## src/rtl/clken_pkg.sv

```systemverilog
package clken_pkg;
  localparam int unsigned NUM_PERIPH = 6;

  // Stored control bits: per-peripheral slow selects above the global fast bit.
  typedef struct packed {
    logic [NUM_PERIPH-1:0] per_slow;
    logic                  fast;
  } ctrl_t;
endpackage

```

## src/rtl/clken_cfg_reg.sv

```systemverilog
module clken_cfg_reg
  import clken_pkg::*;
#(
  parameter int unsigned ADDR_W   = 8,
  parameter int unsigned DATA_W   = 8,
  parameter logic [ADDR_W-1:0] REG_ADDR = 8'h8F
) (
  input  logic              clk,
  input  logic              rst,
  input  logic              boot_fast,
  input  logic [ADDR_W-1:0] addr,
  input  logic [DATA_W-1:0] wdata,
  input  logic              we,
  output ctrl_t             ctrl,
  output logic [DATA_W-1:0] rdata
);
  localparam int unsigned CTRL_W = $bits(ctrl_t);
  localparam int unsigned PAD_W  = DATA_W - CTRL_W;

  ctrl_t ctrl_q;
  logic  hit;

  assign hit = (addr == REG_ADDR);

  always_ff @(posedge clk) begin
    if (rst) begin
      ctrl_q.per_slow <= '0;
      ctrl_q.fast     <= boot_fast;
    end else if (we && hit) begin
      ctrl_q <= ctrl_t'(wdata[CTRL_W-1:0]);
    end
  end

  // Reserved upper bits are never stored and always read as zero.
  assign rdata = hit ? {{PAD_W{1'b0}}, ctrl_q} : '0;
  assign ctrl  = ctrl_q;
endmodule

```

## src/rtl/clken_phase_ctr.sv

```systemverilog
module clken_phase_ctr #(
  parameter int unsigned PERIOD = 12
) (
  input  logic clk,
  input  logic rst,
  output logic tick_full,
  output logic tick_half
);
  localparam int unsigned CNT_W = $clog2(PERIOD);
  localparam logic [CNT_W-1:0] LAST = CNT_W'(PERIOD - 1);
  localparam logic [CNT_W-1:0] MID  = CNT_W'(PERIOD / 2 - 1);

  logic [CNT_W-1:0] cnt_q;

  always_ff @(posedge clk) begin
    if (rst)               cnt_q <= '0;
    else if (cnt_q == LAST) cnt_q <= '0;
    else                   cnt_q <= cnt_q + 1'b1;
  end

  assign tick_full = (cnt_q == LAST);
  assign tick_half = (cnt_q == MID);
endmodule

```

## src/rtl/clken_strobe.sv

```systemverilog
module clken_strobe (
  input  logic clk,
  input  logic rst,
  input  logic fast_mode,
  input  logic hold_slow,
  input  logic tick_full,
  input  logic tick_half,
  output logic en
);
  logic en_q;

  always_ff @(posedge clk) begin
    if (rst) en_q <= 1'b0;
    else     en_q <= tick_full | (fast_mode & ~hold_slow & tick_half);
  end

  assign en = en_q;
endmodule

```

## src/rtl/dual_rate_clken.sv

```systemverilog
module dual_rate_clken
  import clken_pkg::*;
#(
  parameter int unsigned ADDR_W      = 8,
  parameter int unsigned DATA_W      = 8,
  parameter logic [ADDR_W-1:0] CFG_ADDR = 8'h8F,
  parameter int unsigned SLOW_PERIOD = 12
) (
  input  logic                  clk,
  input  logic                  rst,
  input  logic                  boot_fast,
  input  logic [ADDR_W-1:0]     sfr_addr,
  input  logic [DATA_W-1:0]     sfr_wdata,
  input  logic                  sfr_we,
  output logic [DATA_W-1:0]     sfr_rdata,
  output logic                  cpu_en,
  output logic [NUM_PERIPH-1:0] per_en
);
  ctrl_t ctrl_w;
  logic  tick_full, tick_half;

  clken_cfg_reg #(
    .ADDR_W(ADDR_W), .DATA_W(DATA_W), .REG_ADDR(CFG_ADDR)
  ) cfg_i (
    .clk(clk), .rst(rst), .boot_fast(boot_fast),
    .addr(sfr_addr), .wdata(sfr_wdata), .we(sfr_we),
    .ctrl(ctrl_w), .rdata(sfr_rdata)
  );

  clken_phase_ctr #(.PERIOD(SLOW_PERIOD)) ctr_i (
    .clk(clk), .rst(rst), .tick_full(tick_full), .tick_half(tick_half)
  );

  clken_strobe cpu_strb_i (
    .clk(clk), .rst(rst), .fast_mode(ctrl_w.fast), .hold_slow(1'b0),
    .tick_full(tick_full), .tick_half(tick_half), .en(cpu_en)
  );

  for (genvar i = 0; i < NUM_PERIPH; i++) begin : g_per
    clken_strobe per_strb_i (
      .clk(clk), .rst(rst), .fast_mode(ctrl_w.fast), .hold_slow(ctrl_w.per_slow[i]),
      .tick_full(tick_full), .tick_half(tick_half), .en(per_en[i])
    );
  end
endmodule

```

## config.mk

```make
export PLATFORM = sky130hd
export DESIGN_NAME = dual_rate_clken
export DESIGN_NICKNAME = d
export VERILOG_FILES = /design/src/rtl/clken_pkg.sv /design/src/rtl/clken_cfg_reg.sv /design/src/rtl/clken_phase_ctr.sv /design/src/rtl/clken_strobe.sv /design/src/rtl/dual_rate_clken.sv
export SDC_FILE = /design/constraint.sdc
export NUM_CORES = 1
export LEC_CHECK = 0
export ABC_AREA = 1
export ABC_CLOCK_PERIOD_IN_PS = 1750
export BUFFER_PORTS_ARGS = -buffer_cell sky130_fd_sc_hd__buf_2
export CAP_MARGIN = 30
export CORE_ASPECT_RATIO = 1.5
export CORE_MARGIN = 10
export CORE_UTILIZATION = 40
export DETAILED_ROUTE_END_ITERATION = 10
export PLACE_DENSITY_LB_ADDON = 0.15
export SETUP_SLACK_MARGIN = 0.2
export SLEW_MARGIN = 20
export SYNTH_ARGS = -nofsm -noshare
export SYNTH_HDL_FRONTEND = slang
export SYNTH_HIERARCHICAL = 1
export SYNTH_SLANG_ARGS = --single-unit
```

## constraint.sdc

```tcl
create_clock -name clk -period 1.75 [get_ports clk]
set_clock_uncertainty 0.1 [all_clocks]
set_input_delay 0.0875 -clock clk [delete_from_list [all_inputs] [get_ports clk]]
set_output_delay 0.0875 -clock clk [all_outputs]
set_load 0.01 [all_outputs]
```

* After elaboration in Yosys (flattened, before gate mapping)
Index checks and enable logic that the tools add are counted.
** Operators by class
- Add/subtract/negate cells :: 1
- Eq/ne operators :: 3
- Mux-type cells :: 3
- Bitwise operators :: 26
- Reductions and logical operators :: 3
** Operators by type and width (number)
- $and 1x1->1 :: 13
- $eq 8x8->1 const B :: 1
- $mux 7 :: 1
- $or 1x1->1 :: 7
- $not 1->1 :: 6
- $add 4x1->4 const B :: 1
- $eq 4x3->1 const B :: 1
- $eq 4x4->1 const B :: 1
- $mux 1 :: 2
- $reduce_bool 2->1 :: 1
- $reduce_or 2->1 :: 1
- $logic_and 1x1->1 :: 1
** Word-level totals
- Flip-flop bits (word level) :: 18
- Input port bits :: 20
- Output and inout port bits :: 15
- Logic and storage cells :: 46

* Depth between registers and ports, before layout
Gate-level depths: netlist of the first run.
- Depth after elaboration :: 4
- Mapped depth :: 7
- Gate-level depth less buffers :: 7

* Cells and area by module
The synthesis of the first run kept the hierarchy.
** Modules (own cells, without submodules)
- clken_cfg_reg :: times used 1, cells each 75, area each 452.9 um^2, sequential area each 150.1 um^2
- clken_strobe :: times used 7, cells each 5, area each 46.3 um^2, sequential area each 20.0 um^2
- clken_phase_ctr :: times used 1, cells each 26, area each 205.2 um^2, sequential area each 80.1 um^2
- dual_rate_clken :: times used 1, cells each 1, area each 3.8 um^2, sequential area each 0.0 um^2

* Least setup slack after synthesis of the first run
OpenSTA, ideal clock, no wires.
- Path kind :: register to register
- From :: register ctr_i.cnt_q[0]
- To :: register cpu_strb_i.en_q (netlist: cpu_strb_i/en)
- Library setup time :: 0.066 ns
- Arrival :: 1.250 ns
- Data required time :: 1.584 ns
- Path slack :: 0.334 ns
- Cell stages (with the launch flop) :: 6
- Path buffers :: 0
- Clock period less this slack :: 1.416 ns
- Path through :: dfxtp_1 ha_1 nand2_1 nor2_1 nand3_2 a21oi_2
** On the way
- Word-level cells in the longest chain between the ends :: 3
- Elaborated cells between the ends (all ways) :: 4
- Those cells by class :: 2 x eq/ne; 2 x bitwise
** RTL lines
- start, declared :: line clken_phase_ctr.sv:13 : logic [CNT_W-1:0] cnt_q;
- start signal, assigned :: line clken_phase_ctr.sv:18 : else cnt_q <= cnt_q + 1'b1;
- $eq 4x3->1 :: line clken_phase_ctr.sv:22 : assign tick_half = (cnt_q == MID);
- named net tick_half :: line dual_rate_clken.sv:20 : logic tick_full, tick_half;
- $and 1x1->1 :: line clken_strobe.sv:14 : else en_q <= tick_full | (fast_mode & ~hold_slow & tick_half);
- $or 1x1->1 :: line clken_strobe.sv:14
- end signal, assigned :: line clken_strobe.sv:14
- end, declared :: line clken_strobe.sv:10 : logic en_q;
The timed path passes the listed nets, and every way through them passes these cells.
A chain may end at the register's enable or synchronous reset.

* Final worst setup path of the first run
- From :: input port sfr_wdata[0]
- To :: register cfg_i.ctrl_q (netlist bit cfg_i/ctrl[0]) (data pin)
** On the way
- Word-level cells in the longest chain between the ends :: 2
** RTL lines
- start, declared :: line dual_rate_clken.sv:13 : input logic [DATA_W-1:0] sfr_wdata,
- $mux 1 :: line clken_cfg_reg.sv:29 : end else if (we && hit) begin
- $mux 1 :: line clken_cfg_reg.sv:26 : if (rst) begin
- end signal, assigned :: line clken_cfg_reg.sv:30 : ctrl_q <= ctrl_t'(wdata[CTRL_W-1:0]);
- end, declared :: line clken_cfg_reg.sv:20 : ctrl_t ctrl_q;
No other way between the ends. The select of a mux whose other input is x is not followed.

==> results_tabular.tex, run 1 <==
\begin{tabular}{lr}
\hline
Metric & Value \\
\hline
\multicolumn{2}{l}{\textbf{GRT}} \\
Global-route congestion overflow total & 0 \\
Vias in the first global route & $\sim$840 \\
Wire length of the first global-routing pass & between 3000 and 4000 um \\
Pin count of the biggest net entering global routing & 11 \\
Initial antenna violation count & 0 \\
All-Layer GR Usage & 0.08569 \\
\multicolumn{2}{l}{\textbf{Floorplanning}} \\
Die Area & between 4000 and 5000 um2 \\
Standard-cell row count & 22 \\
Core Box Area & around 2400 um2 \\
Die Span Y & roughly 80 um \\
Boundary pin count & 35 \\
Initial core utilization & 0.4117 \\
Width of the die & just over 60 um \\
\multicolumn{2}{l}{\textbf{Route}} \\
Total number of vias & 872 \\
Drt drc & 0 \\
Number of detailed-routing iterations run before antenna repair & 5 \\
Routed wire per std cell & between 9 and 10 um \\
Number of vias per cell after detailed routing & roughly 4.4 \\
Wire length reported by the detailed router & between 1500 and 2000 um \\
Iteration-0 DRC count of the detailed router & 16 \\
Post-route ant nets & 0 \\
\multicolumn{2}{l}{\textbf{Placement}} \\
Standard cell area after detailed placement & 1176 um2 \\
Number of port buffers & 32 \\
Hpwl dp & 1659 um \\
Weighted congestion reported at the end of routability-driven placement & approximately 0.76 \\
\multicolumn{2}{l}{\textbf{Final layout}} \\
Ratio of cells with drive above 1 in the final layout & 0.3314 \\
Design area & around 1200 um2 \\
Number of antenna repair diodes & 0 \\
Commonest cells after routing, fill and taps aside & inv\_1 (42), buf\_2 (32), nand2\_1 (26) \\
Most common cell after layout, fill and taps aside & inv\_1 \\
Area growth syn-to-layout & 23.98\% \\
Net total in the final layout & about 200 \\
\multicolumn{2}{l}{\textbf{Critical path}} \\
FF-to-FF Start & ctr\_i/cnt\_q[0]\$\_SDFF\_PP0\_ \\
R2R Path End & g\_per[3].per\_strb\_i/en\$\_SDFF\_PP0\_ \\
Cell Chain, Critical Path & dlygate4sd3\_1, buf\_2, nand2\_1, nand2\_1, dlygate4sd3\_1 \\
Category of the worst setup path launch point & primary input \\
Count of buffering cells on the critical path with inverters included & 3 \\
Slowest stage cell on the critical path & dlygate4sd3\_1 \\
Stages on worst setup path & 5 \\
Endpoint type of the worst setup path & register \\
Maximum fanout encountered on the critical timing path & 1 \\
Top cell family by delay on the critical path & buffers and inverters \\
Internal reg-to-reg setup slack & $\sim$440 ps \\
Depth of the worst register-to-register path & 5 \\
Category of the most critical setup path & in -> reg \\
CP peak stage delay & between 500 and 600 ps \\
Arrival time reported for the critical path endpoint & roughly 1400 ps \\
Required time reported for the critical path endpoint & 1700 ps \\
\multicolumn{2}{l}{\textbf{Clock network}} \\
Post-CTS resize count & 0 \\
CTS max path bufs & 2 \\
Number of levels the H-tree was split into & 1 \\
Setup Buffers After CTS & 0 \\
Root buf cell & clkbuf\_4 \\
Number of buffers inserted during clock tree synthesis & 3 \\
Clock transition at the registers of the reported paths & approximately 100 ps \\
CTS tree & built \\
Number of buffers added to fix hold violations after cts & 2 \\
TritonCTS Sinks & 18 \\
Skew-Pair Late Insertion Delay & 290 ps \\
\multicolumn{2}{l}{\textbf{Synthesis}} \\
Area share of the largest cell type after synthesis & 0.3452 \\
Flip-flop and latch count after synthesis & 18 \\
Syn Inst Count & 137 \\
Area contributors post-synth & dfxtp\_1 (35\%), inv\_1 (16\%), nand2\_1 (9.9\%) \\
Per-instance average area after synthesis & between 7 and 8 um2 \\
Netlist area before placement & approximately 1000 um2 \\
Cell taking the most area after synthesis & dfxtp\_1 \\
Number of nets produced by synthesis & approximately 160 \\
Cell variety after synth & 17 \\
Yosys warnings & 6 \\
Sequential element share of the synthesized area & 0.3756 \\
\multicolumn{2}{l}{\textbf{Pwr}} \\
Net switching power of the design & between 150 and 200 uW \\
Static leakage power & between 0.5 and 0.6 nW \\
Internal power of the cells & between 500 and 600 uW \\
Switching fraction of total power & 0.2391 \\
Power Density & 587.3 nW/um2 \\
Combinational power share & 0.108 \\
Seq pwr share & 0.608 \\
Peak supply drop & around 0.27 mV \\
Clock network power share & 0.284 \\
\multicolumn{2}{l}{\textbf{Timing}} \\
Post-layout minimum cycle time & 1432 ps \\
Number of setup violations in the final report & 0 \\
RSZ-0062 raised after global routing & no \\
Worst slack on hold paths & 6.993 ps \\
Final slew viol count & 0 \\
Maximum achievable frequency & around 700 MHz \\
Setup\_tns & 0 ps \\
Share of the clock period used by the worst path & 0.8184 \\
Final Hold Fails & 0 \\
\multicolumn{2}{l}{\textbf{Job}} \\
Max Cap Viol & 0 \\
\multicolumn{2}{l}{\textbf{Worst hold path}} \\
Hold wc startpoint & rst \\
Endpoint of the worst hold path & cpu\_strb\_i/en\$\_SDFF\_PP0\_ \\
Path class of the lowest-slack min-delay path & in -> reg \\
Count of cells along the worst hold path & 2 \\
\multicolumn{2}{l}{\textbf{Run status}} \\
Outcome & complete, no violations \\
\hline
\end{tabular}
## registers in the layout, summed over array words and instances, names as in the netlist
signal               cells
cfg_i/ctrl               7
g_per.per_strb_i/en      6
ctr_i/cnt_q              4
cpu_strb_i/en            1
## cells in the mapped netlist
library cell	instances
nand4_1	7
inv_2	1
inv_1	42
nor2_1	16
nor2_4	2
nand3_4	1
edfxtp_1	1
nor2_2	1
nand2_4	1
conb_1	2
nand2_1	26
buf_4	1
nand3_2	8
dfxtp_1	17
ha_1	2
a21oi_2	8
nand3_1	1
## layer usage
metal	vias up	routed length [um]	global-route usage
met3	2	193	0.03432
met2	27	913	0.1467
met4	0	24	0.04626
met5	-	0	0
met1	368	807	0.08530
li1	475	-	-
## cell families after synthesis
family,count (synthesis),synth area share
other cells,2,0.007617
flops,18,0.3756
simple gates,63,0.3490
compound gates,8,0.07107
buf+inv,44,0.1713
fa+ha+maj,2,0.02538
## power groups by stage
stage               combinational (mW)  sequential (mW)  clock [mW]
floorplan                       0.0424            0.444           0
global placement                0.0718            0.445           0
detailed placement              0.0752            0.446           0
CTS                             0.0794            0.437       0.215
global route                    0.0904            0.439       0.228
finish                          0.0777            0.436       0.204
## worst max path at each step
| stage | from | end | slack [ps] |
|---|---|---|---|
| after floorplan | ctr_i/cnt_q[0]$_SDFF_PP0_ | cpu_strb_i/en$_SDFF_PP0_ | 330 |
| after global placement | ctr_i/cnt_q[0]$_SDFF_PP0_ | g_per[0].per_strb_i/en$_SDFF_PP0_ | 490 |
| after detailed placement | ctr_i/cnt_q[0]$_SDFF_PP0_ | g_per[4].per_strb_i/en$_SDFF_PP0_ | 450 |
| after CTS | sfr_wdata[0] | cfg_i/ctrl[0]$_DFFE_PP_ | 320 |
| after global routing | sfr_wdata[0] | cfg_i/ctrl[0]$_DFFE_PP_ | 260 |
| final | sfr_wdata[0] | cfg_i/ctrl[0]$_DFFE_PP_ | 320 |
## worst reg2reg max path: stages (launching register included)
cell     delay (ps)
dfxtp_1         410
ha_1            220
nand3_2         120
inv_1           200
inv_1            80
a21oi_2         120
## cell type report
cell class                 instances  area, um2
fill                             235       1172
multi-input combinational         75      446.7
sequential                        18      370.4
timing repair buffer              35      187.7
inverter                          43      161.4
tap                               24      30.03
clock buffer                       4      26.28
## metrics by stage
stage / instances / total power [mW] / util / setup WS [ps]
floorplan: 137 / 0.4865 / - / 333.9
CTS: 199 / 0.7311 / 0.5104 / 324.8
detailed placement: 193 / 0.5213 / 0.4911 / 453.1
global route: 199 / 0.7576 / 0.5104 / 257.8
finish: 199 / 0.7179 / 0.5104 / 317.7
global placement: 193 / 0.5172 / 0.4911 / 487.6
Note: power is estimated with default switching activity, not from simulation.
==> run 2, diff against run 1 <==
ABC_CLOCK_PERIOD_IN_PS = 1200   (was 1750)
clock period = 1.2 ns   (was 1.75 ns; I/O delays follow)
==> results_tabular.tex, run 2 (same netlist as run 1, synthesis figures left out) <==
\begin{tabular}{lr}
\hline
Metric & Value \\
\hline
\multicolumn{2}{l}{\textbf{Run status}} \\
Outcome & finished with violations (was complete, no violations) \\
Failing checks & negative setup slack \\
\multicolumn{2}{l}{\textbf{Final layout}} \\
Number of antenna repair diodes & 0 (unchanged) \\
Net total in the final layout & 209 (was 198) \\
Commonest cells after routing, fill and taps aside & inv\_1 (34), buf\_2 (32), nand2\_1 (24) (was inv\_1 (42), buf\_2 (32), nand2\_1 (26)) \\
Number of flip-flops in the largest register & 7 (unchanged) \\
Most common cell after layout, fill and taps aside & inv\_1 (unchanged) \\
Design area & 1370 um2 (was 1222 um2) \\
Area growth syn-to-layout & 38.96\% (was 23.98\%) \\
Ratio of cells with drive above 1 in the final layout & 0.4785 (was 0.3314) \\
\multicolumn{2}{l}{\textbf{Placement}} \\
Weighted congestion reported at the end of routability-driven placement & 0.7243 (was 0.7595) \\
Number of port buffers & 32 (unchanged) \\
Worst-case setup slack after placement & -25.62 ps (was 453.1 ps) \\
Hpwl dp & 1880 um (was 1659 um) \\
Standard cell area after detailed placement & 1226 um2 (was 1176 um2) \\
\multicolumn{2}{l}{\textbf{Critical path}} \\
Cell Chain, Critical Path & ha\_4, nand2\_4, nor2\_4, nand3\_2, a21oi\_2 (was dlygate4sd3\_1, buf\_2, nand2\_1, nand2\_1, dlygate4sd3\_1) \\
Slowest stage cell on the critical path & dfxtp\_4 (was dlygate4sd3\_1) \\
Category of the most critical setup path & reg -> reg (was in -> reg) \\
Category of the worst setup path launch point & register (was primary input) \\
Maximum fanout encountered on the critical timing path & 7 (was 1) \\
Required time reported for the critical path endpoint & 1330 ps (was 1700 ps) \\
Top cell family by delay on the critical path & flip-flops (was buffers and inverters) \\
CP peak stage delay & 390 ps (was 540 ps) \\
Count of buffering cells on the critical path with inverters included & 0 (was 3) \\
Arrival time reported for the critical path endpoint & 1340 ps (was 1380 ps) \\
Endpoint type of the worst setup path & register (unchanged) \\
\multicolumn{2}{l}{\textbf{Route}} \\
Drt drc & 0 (unchanged) \\
Number of detailed-routing iterations run before antenna repair & 4 (was 5) \\
Number of vias per cell after detailed routing & 4.514 (was 4.382) \\
Post-route ant nets & 0 (unchanged) \\
Total number of vias & 948 (was 872) \\
Wire length reported by the detailed router & 2327 um (was 1939 um) \\
Iteration-0 DRC count of the detailed router & 17 (was 16) \\
Routed wire per std cell & 11.08 um (was 9.744 um) \\
\multicolumn{2}{l}{\textbf{Clock network}} \\
CTS tree & built (unchanged) \\
Number of buffers inserted during clock tree synthesis & 3 (unchanged) \\
Number of levels the H-tree was split into & 1 (unchanged) \\
CTS max path bufs & 2 (unchanged) \\
Clock transition at the registers of the reported paths & 100 ps (about the same) \\
TritonCTS Sinks & 18 (unchanged) \\
Skew-Pair Late Insertion Delay & 280 ps (was 290 ps) \\
Root buf cell & clkbuf\_4 (unchanged) \\
\multicolumn{2}{l}{\textbf{GRT}} \\
Initial antenna violation count & 0 (unchanged) \\
Pin count of the biggest net entering global routing & 11 (unchanged) \\
Global-route congestion overflow total & 0 (unchanged) \\
Vias in the first global route & 953 (was 843) \\
Wire length of the first global-routing pass & 3974 um (was 3387 um) \\
All-Layer GR Usage & 0.09966 (was 0.08569) \\
\multicolumn{2}{l}{\textbf{Pwr}} \\
Power Density & 800.2 nW/um2 (was 587.3 nW/um2) \\
Tot Pwr & 1.096 mW (was 717.9 uW) \\
Peak supply drop & 0.3708 mV (was 0.2740 mV) \\
Static leakage power & 0.6626 nW (was 0.5828 nW) \\
\multicolumn{2}{l}{\textbf{Timing}} \\
Setup\_tns & -41.95 ps (was 0 ps) \\
Final Hold Fails & 0 (unchanged) \\
Maximum achievable frequency & between 800 and 900 MHz \\
Worst slack on hold paths & 6.129 ps (was 6.993 ps) \\
Number of setup violations in the final report & 6 (was 0) \\
RSZ-0062 raised after global routing & yes (was no) \\
Post-layout minimum cycle time & 1211 ps \\
Minimum setup slack in the final design & -11.11 ps (was 317.7 ps) \\
Share of the clock period used by the worst path & 1.009 \\
Final slew viol count & 0 (unchanged) \\
\multicolumn{2}{l}{\textbf{Floorplanning}} \\
Width of the die & 60.54 um (unchanged) \\
Die Span Y & 80.81 um (unchanged) \\
Core Box Area & 2395 um2 (unchanged) \\
Boundary pin count & 35 (unchanged) \\
Die Area & 4892 um2 (unchanged) \\
Standard-cell row count & 22 (unchanged) \\
Initial core utilization & 0.4117 (unchanged) \\
\multicolumn{2}{l}{\textbf{Job}} \\
Max Cap Viol & 0 (unchanged) \\
\multicolumn{2}{l}{\textbf{Worst hold path}} \\
Path class of the lowest-slack min-delay path & in -> reg (unchanged) \\
\hline
\end{tabular}
## run 2: area by class of cell
cell class,count,area (um2)
tap,24,30.03
multi-input combinational,75,489.2
fill,245,1025
inverter,43,163.9
sequential,18,382.9
clock buffer,4,26.28
timing repair buffer,46,277.8
## run 2: timing repair
action / CTS / global route
setup buffers: 4 / 1
endpoints found under the setup margin: 18 / 18
gates resized for setup: 14 / 5
pin swaps: 10 / 0
hold endpoints to repair: 4 / 0
hold buffers: 5 / 0
## run 2: per-stage QoR
step / utilization / instances
after floorplan: - / 137
after global placement: 0.5120 / 196
after detailed placement: 0.5120 / 196
after CTS: 0.5617 / 209
after global routing: 0.5721 / 210
final: 0.5721 / 210
## run 2: final timing paths
kind	from	to	slack, ps	cells past startpoint
setup / recovery	ctr_i/cnt_q[0]$_SDFF_PP0_	cpu_strb_i/en$_SDFF_PP0_	-10	5
hold / removal	sfr_wdata[4]	cfg_i/ctrl[4]$_SDFFE_PP0P_	6	5
setup reg to reg	ctr_i/cnt_q[0]$_SDFF_PP0_	cpu_strb_i/en$_SDFF_PP0_	-10	5
hold reg to reg	ctr_i/cnt_q[0]$_SDFF_PP0_	ctr_i/cnt_q[0]$_SDFF_PP0_	370	1
## run 2: worst reg2reg max path: cells and delay by family (launching register included)
kind / cells / cell delay, ps
adder cells (fa/ha/maj): 1 / 150
flip-flops: 1 / 390
AO/OA/AOI/OAI: 1 / 130
AND/OR/NAND/NOR: 3 / 380
## run 2: per-layer routing
metal / global-route usage / up-vias / share of wire
li1: - / 497 / -
met1: 0.09298 / 418 / 0.37
met2: 0.1921 / 29 / 0.54
met3: 0.02808 / 4 / 0.069
met4: 0.03965 / 0 / 0.017
met5: 0 / - / 0
## run 2: power breakdown
| group | internal [mW] | switching (mW) | total (mW) |
|---|---|---|---|
| clock | 0.129 | 0.175 | 0.304 |
| combinational | 0.0777 | 0.0837 | 0.161 |
| sequential | 0.617 | 0.0144 | 0.631 |
